[config.mk]
export PLATFORM = sky130hd
export DESIGN_NAME = msi_snoop_ctrl
export DESIGN_NICKNAME = d
export VERILOG_FILES = /design/src/rtl/msi_pkg.sv /design/src/rtl/msi_line_array.sv /design/src/rtl/msi_req_fsm.sv /design/src/rtl/msi_snoop_ctrl.sv
export SDC_FILE = /design/constraint.sdc
export NUM_CORES = 1
export LEC_CHECK = 0
export ABC_CLOCK_PERIOD_IN_PS = 7900
export BUFFER_PORTS_ARGS = -buffer_cell sky130_fd_sc_hd__buf_2
export CORE_AREA = 2 2 72 74
export DETAILED_ROUTE_END_ITERATION = 10
export DIE_AREA = 0 0 74 76
export PLACE_DENSITY_LB_ADDON = 0.1
export REMOVE_ABC_BUFFERS = 1
export SLEW_MARGIN = 20
export SYNTH_ARGS = -nofsm -noshare
export SYNTH_HDL_FRONTEND = slang
export SYNTH_SLANG_ARGS = --single-unit
[constraint.sdc]
create_clock -name clk_i -period 7.9 [get_ports clk_i]
set_clock_uncertainty 0.2 [all_clocks]
set_input_delay 1.58 -clock clk_i [delete_from_list [all_inputs] [get_ports clk_i]]
set_output_delay 1.58 -clock clk_i [all_outputs]
set_load 0.05 [all_outputs]
[src/rtl/msi_pkg.sv]
package msi_pkg;
  typedef enum logic [1:0] {LS_I = 2'd0, LS_S = 2'd1, LS_M = 2'd2} line_st_e;
  typedef enum logic [1:0] {
    BUS_NONE = 2'd0, BUS_RD = 2'd1, BUS_RDX = 2'd2, BUS_WB = 2'd3
  } bus_op_e;
endpackage

[src/rtl/msi_line_array.sv]
module msi_line_array import msi_pkg::*; #(
  parameter int IDX_W = 2,
  parameter int TAG_W = 6,
  localparam int LINES = 1 << IDX_W
) (
  input  logic                          clk_i,
  input  logic                          rst_ni,
  input  logic                          snp_valid_i,
  input  bus_op_e                       snp_op_i,
  input  logic [IDX_W-1:0]              snp_idx_i,
  input  logic [TAG_W-1:0]              snp_tag_i,
  input  logic                          fill_en_i,
  input  logic [IDX_W-1:0]              fill_idx_i,
  input  logic [TAG_W-1:0]              fill_tag_i,
  input  line_st_e                      fill_st_i,
  output logic [LINES-1:0][1:0]         st_o,
  output logic [LINES-1:0][TAG_W-1:0]   tag_o,
  output logic                          flush_o
);
  logic [LINES-1:0] fl;

  for (genvar g = 0; g < LINES; g++) begin : g_line
    line_st_e         st_q;
    logic [TAG_W-1:0] tag_q;
    logic             hit;

    assign hit   = snp_valid_i && (snp_idx_i == IDX_W'(g)) && (tag_q == snp_tag_i) && (st_q != LS_I);
    assign fl[g] = hit && (st_q == LS_M) && (snp_op_i == BUS_RD || snp_op_i == BUS_RDX);

    always_ff @(posedge clk_i or negedge rst_ni) begin
      if (!rst_ni) begin
        st_q  <= LS_I;
        tag_q <= '0;
      end else if (fill_en_i && fill_idx_i == IDX_W'(g)) begin
        // own completion beats a snoop on the same index
        st_q  <= fill_st_i;
        tag_q <= fill_tag_i;
      end else if (hit) begin
        if (snp_op_i == BUS_RDX)                     st_q <= LS_I;
        else if (snp_op_i == BUS_RD && st_q == LS_M) st_q <= LS_S;
      end
    end

    assign st_o[g]  = st_q;
    assign tag_o[g] = tag_q;
  end

  assign flush_o = |fl;
endmodule

[src/rtl/msi_req_fsm.sv]
module msi_req_fsm import msi_pkg::*; #(
  parameter int ADDR_W = 8,
  parameter int IDX_W  = 2,
  localparam int TAG_W = ADDR_W - IDX_W
) (
  input  logic              clk_i,
  input  logic              rst_ni,
  input  logic              req_valid_i,
  input  logic              req_write_i,
  input  logic [ADDR_W-1:0] req_addr_i,
  input  line_st_e          cur_st_i,
  input  logic [TAG_W-1:0]  cur_tag_i,
  input  logic              bus_done_i,
  output logic              hit_o,
  output logic              miss_o,
  output logic              busy_o,
  output logic              bus_req_o,
  output bus_op_e           bus_op_o,
  output logic [ADDR_W-1:0] bus_addr_o,
  output logic              fill_en_o,
  output logic [IDX_W-1:0]  fill_idx_o,
  output logic [TAG_W-1:0]  fill_tag_o,
  output line_st_e          fill_st_o
);
  typedef enum logic [1:0] {F_IDLE, F_EVICT, F_FETCH} fsm_e;

  fsm_e              fsm_q;
  logic [ADDR_W-1:0] pend_q, vic_q;
  logic              wr_q;
  logic              tag_hit, ok, need_wb;

  assign tag_hit = (cur_tag_i == req_addr_i[ADDR_W-1:IDX_W]) && (cur_st_i != LS_I);
  assign ok      = tag_hit && (!req_write_i || cur_st_i == LS_M);
  assign need_wb = !tag_hit && (cur_st_i == LS_M);

  assign hit_o  = (fsm_q == F_IDLE) && req_valid_i && ok;
  assign miss_o = (fsm_q == F_IDLE) && req_valid_i && !ok;
  assign busy_o = (fsm_q != F_IDLE) || miss_o;

  assign bus_req_o  = (fsm_q != F_IDLE);
  assign bus_op_o   = (fsm_q == F_EVICT) ? BUS_WB : (fsm_q == F_FETCH) ? (wr_q ? BUS_RDX : BUS_RD) : BUS_NONE;
  assign bus_addr_o = (fsm_q == F_EVICT) ? vic_q : pend_q;

  assign fill_en_o  = bus_req_o && bus_done_i;
  assign fill_idx_o = pend_q[IDX_W-1:0];
  assign fill_tag_o = (fsm_q == F_EVICT) ? vic_q[ADDR_W-1:IDX_W] : pend_q[ADDR_W-1:IDX_W];
  assign fill_st_o  = (fsm_q == F_EVICT) ? LS_I : (wr_q ? LS_M : LS_S);

  always_ff @(posedge clk_i or negedge rst_ni) begin
    if (!rst_ni) begin
      fsm_q  <= F_IDLE;
      pend_q <= '0;
      vic_q  <= '0;
      wr_q   <= 1'b0;
    end else begin
      unique case (fsm_q)
        F_IDLE: if (miss_o) begin
          pend_q <= req_addr_i;
          wr_q   <= req_write_i;
          vic_q  <= {cur_tag_i, req_addr_i[IDX_W-1:0]};
          fsm_q  <= need_wb ? F_EVICT : F_FETCH;
        end
        F_EVICT: if (bus_done_i) fsm_q <= F_FETCH;
        F_FETCH: if (bus_done_i) fsm_q <= F_IDLE;
        default: fsm_q <= F_IDLE;
      endcase
    end
  end
endmodule

[src/rtl/msi_snoop_ctrl.sv]
module msi_snoop_ctrl import msi_pkg::*; #(
  parameter int ADDR_W = 8,
  parameter int IDX_W  = 2,
  localparam int TAG_W = ADDR_W - IDX_W,
  localparam int LINES = 1 << IDX_W
) (
  input  logic                 clk_i,
  input  logic                 rst_ni,
  input  logic                 req_valid_i,
  input  logic                 req_write_i,
  input  logic [ADDR_W-1:0]    req_addr_i,
  output logic                 hit_o,
  output logic                 miss_o,
  output logic                 busy_o,
  output logic                 bus_req_o,
  output logic [1:0]           bus_op_o,
  output logic [ADDR_W-1:0]    bus_addr_o,
  input  logic                 bus_done_i,
  input  logic                 snp_valid_i,
  input  logic [1:0]           snp_op_i,
  input  logic [ADDR_W-1:0]    snp_addr_i,
  output logic                 flush_o,
  output logic [ADDR_W-1:0]    flush_addr_o,
  output logic [2*LINES-1:0]   line_st_o
);
  logic [LINES-1:0][1:0]       st_vec;
  logic [LINES-1:0][TAG_W-1:0] tag_vec;
  logic                        fill_en;
  logic [IDX_W-1:0]            fill_idx;
  logic [TAG_W-1:0]            fill_tag;
  line_st_e                    fill_st;
  bus_op_e                     op;
  logic [IDX_W-1:0]            req_idx;

  assign req_idx = req_addr_i[IDX_W-1:0];

  msi_line_array #(.IDX_W(IDX_W), .TAG_W(TAG_W)) u_lines (
    .clk_i, .rst_ni,
    .snp_valid_i,
    .snp_op_i   (bus_op_e'(snp_op_i)),
    .snp_idx_i  (snp_addr_i[IDX_W-1:0]),
    .snp_tag_i  (snp_addr_i[ADDR_W-1:IDX_W]),
    .fill_en_i  (fill_en),
    .fill_idx_i (fill_idx),
    .fill_tag_i (fill_tag),
    .fill_st_i  (fill_st),
    .st_o       (st_vec),
    .tag_o      (tag_vec),
    .flush_o
  );

  msi_req_fsm #(.ADDR_W(ADDR_W), .IDX_W(IDX_W)) u_fsm (
    .clk_i, .rst_ni,
    .req_valid_i, .req_write_i, .req_addr_i,
    .cur_st_i   (line_st_e'(st_vec[req_idx])),
    .cur_tag_i  (tag_vec[req_idx]),
    .bus_done_i,
    .hit_o, .miss_o, .busy_o, .bus_req_o,
    .bus_op_o   (op),
    .bus_addr_o,
    .fill_en_o  (fill_en),
    .fill_idx_o (fill_idx),
    .fill_tag_o (fill_tag),
    .fill_st_o  (fill_st)
  );

  assign bus_op_o     = op;
  assign flush_addr_o = snp_addr_i;
  assign line_st_o    = st_vec;
endmodule

==> flow_metrics.py <==
metrics = {
    "logic_synthesis": {
        "synthDistinctLibCells": 41,
        "syn_avg_cell_area_um2": 10.52,
        "yosys_warnings": 0,
        "syn-cell-area_um2": 2851,
        "syn_inst": 271,
        "synth_seq_area_share": 0.4300,
        "ys_ff_latch": 49,
    },
    "pwr": {
        "powerDensity_nw_per_um2": 416.0,
        "power.total_mw": 1.337,
        "ir_drop_uv": 222.8,
        "p_leak_nw": 1.415,
    },
    "placement": {
        "placedCellCount": 378,
        "io_buffers": 54,
        "routabilityCongestion": 0.8746,
        "dp.final_hpwl_um": 4942,
        "dpl_cell_area_um2": 3122,
    },
    "cts": {
        "max-clock-path-buffers": 2,
        "clock_latency_ns": 0.30,
        "cts_resized": 0,
        "cts_tree": "built",
        "cts_buffers": 5,
        "path_clk_slew_ns": 0.08,
        "clockRootBuffer": "clkbuf_8",
        "clock-sinks": 49,
        "postCtsHoldBufs": 0,
        "h-tree-depth": 2,
        "cts_setup_buffers": 0,
    },
    "setup_path": {
        "crit_path_end_kind": "primary output",
        "reg2reg_to": "u_fsm.vic_q[6]",
        "worstSetupPathType": "in -> out",
        "cp_max_fo": 9,
        "rr_startpoint": "u_lines.g_line[0].tag_q[4]",
        "crit_required_ns": 6.12,
        "arrival_ns": 3.93,
        "startpoint_type": "primary input",
        "critPathCapture": "hit_o",
        "ff2ff_path_depth": 6,
        "r2r_slack_ns": 5.08,
        "worstSetupStartpoint": "req_addr_i[0]",
    },
    "sta": {
        "min_period_over_period": 0.7224,
        "min_period_ns": 5.707,
        "slew_headroom": 0.2557,
        "max_freq_mhz": 175.2,
        "worst_pin_slew_ns": 1.112,
        "setup_viol": 0,
        "finalHoldViolCount": 0,
        "timing.setup.tns_ns": 0,
        "drv_slew": 0,
        "rsz0062_at_grt": "no",
    },
    "global_route": {
        "antenna_found_initial": 0,
        "grt_max_degree": 50,
        "overflow": 0,
        "grt_pass1_vias": 2090,
        "grt_use_total": 0.2561,
        "grt_pass1_wl_um": 10910,
    },
    "floorplanning": {
        "chipHeight_um": 76,
        "rows": 26,
        "pin_count": 55,
        "fp.dieW_um": 74,
        "coreArea_um2": 4912,
        "start_util": 0.5805,
        "die_area_um2": 5624,
    },
    "layout": {
        "antenna_cells": 0,
        "fin_area_um2": 3214,
        "nets": 341,
        "areaGrowthSynthToFinish_pct": 12.72,
        "final_common_cell": "buf_2",
        "layout.cells.non_filler": 385,
        "finish.utilization": 0.6544,
        "layout_common_cells": "buf_2, dfrtp_1, nor2_1, a21oi_1",
        "layout-drive-gt1-share": 0.2730,
    },
    "flow_run": {
        "maxCapViolations": 0,
    },
    "route": {
        "dr.pass1.iters": 4,
        "wl_per_cell_um": 17.31,
        "drc": 0,
        "antenna_left": 0,
        "wl_um": 6666,
        "drt_iter0_drc": 101,
        "viasPerCell": 5.644,
        "via_count": 2173,
    },
    "worst_hold_path": {
        "holdPathStages": 1,
        "hold_class": "reg -> reg",
        "min_from": "u_fsm.pend_q[6]",
    },
    "run_status": {
        "outcome": "completed",
    },
}
## per-layer routing
layer	wire, um	vias to the layer above	track usage
li1	-	1040	-
met5	0	-	0
met1	2989	1037	0.3673
met4	133	0	0.09636
met3	418	12	0.05556
met2	3124	84	0.3804
## worst min-delay path by stage
stage                      endpoint
floorplan           u_fsm.pend_q[6]
global placement    u_fsm.pend_q[6]
detailed placement  u_fsm.pend_q[6]
CTS                 u_fsm.pend_q[6]
global route        u_fsm.pend_q[6]
finish              u_fsm.pend_q[6]
## cell families after synthesis
kind of cell | synth area share
multiplexers | 0.1632
AND/OR/NAND/NOR | 0.1163
flip-flops | 0.4300
adder cells (fa/ha/maj) | 0.008774
XOR/XNOR | 0.09214
buffers and inverters | 0.06055
AO/OA/AOI/OAI | 0.1290
## flip-flops by register name, indices dropped and copies added, names as in the netlist
register and cells:
u_fsm.fsm_q 2, u_fsm.pend_q 8, u_fsm.vic_q 6, u_fsm.wr_q 1, u_lines.g_line.st_q 8, u_lines.g_line.tag_q 24
## through the flow
stage                     hold WS, ns  setup slack (ns)
after CTS                      0.3011             2.185
after global placement         0.2792             2.248
after floorplan                0.2635             2.115
final                          0.3007             2.193
after detailed placement       0.2817             2.181
after global routing           0.3226             1.990
## synthesized netlist by cell type
master,number,share of area
nand4_1,5,0.011
and2_1,2,0.0044
nand2b_1,4,0.0088
or3_1,1,0.0022
xor2_1,13,0.040
buf_1,1,0.0013
nand2_1,16,0.021
clkbuf_1,9,0.012
buf_6,2,0.0079
nor3b_1,3,0.0079
a2bb2o_1,1,0.0035
dfrtp_1,49,0.43
mux2i_1,6,0.021
nor3_1,2,0.0035
mux2_2,17,0.067
a21oi_1,22,0.039
mux2_1,1,0.0039
nand3_1,1,0.0018
o31ai_1,2,0.0053
mux4_1,6,0.055
o2111ai_1,2,0.0061
mux4_2,2,0.016
a32o_1,3,0.011
or4_1,1,0.0026
nor2b_1,4,0.0088
inv_1,14,0.018
o21bai_1,1,0.0026
o41ai_4,1,0.0097
a22oi_1,1,0.0026
nor4_1,5,0.011
o311a_1,1,0.0035
a31oi_1,2,0.0044
a21boi_0,2,0.0053
nand4_2,1,0.0044
o21ai_0,15,0.026
nor2_1,22,0.029
ha_1,2,0.0088
a21o_1,3,0.0079
xnor2_1,17,0.052
buf_4,8,0.021
o211ai_1,1,0.0026
## cell type report
type | count | area (um2)
well taps | 70 | 87.58
multi-input cells | 188 | 1469
inverters | 14 | 52.55
flip-flops and latches | 49 | 1226
repair buffers | 57 | 292.8
clock buffers | 7 | 86.33
fillers | 425 | 1698
## critical path: stages
cell and delay [ns]:
buf_2 0.25, mux4_1 0.63, xnor2_1 0.23, o21ai_0 0.28
or3_1 0.45, nor3_1 0.21, buf_2 0.30
## report_power, final
part,total [mW],internal [mW],leakage [nW],switching [mW]
sequential,0.501,0.373,0.574,0.128
combinational,0.688,0.250,0.797,0.438
clock,0.148,0.0696,0.0443,0.0782
total,1.34,0.692,1.41,0.645
No activity file was read; power rests on OpenSTA's default activity.
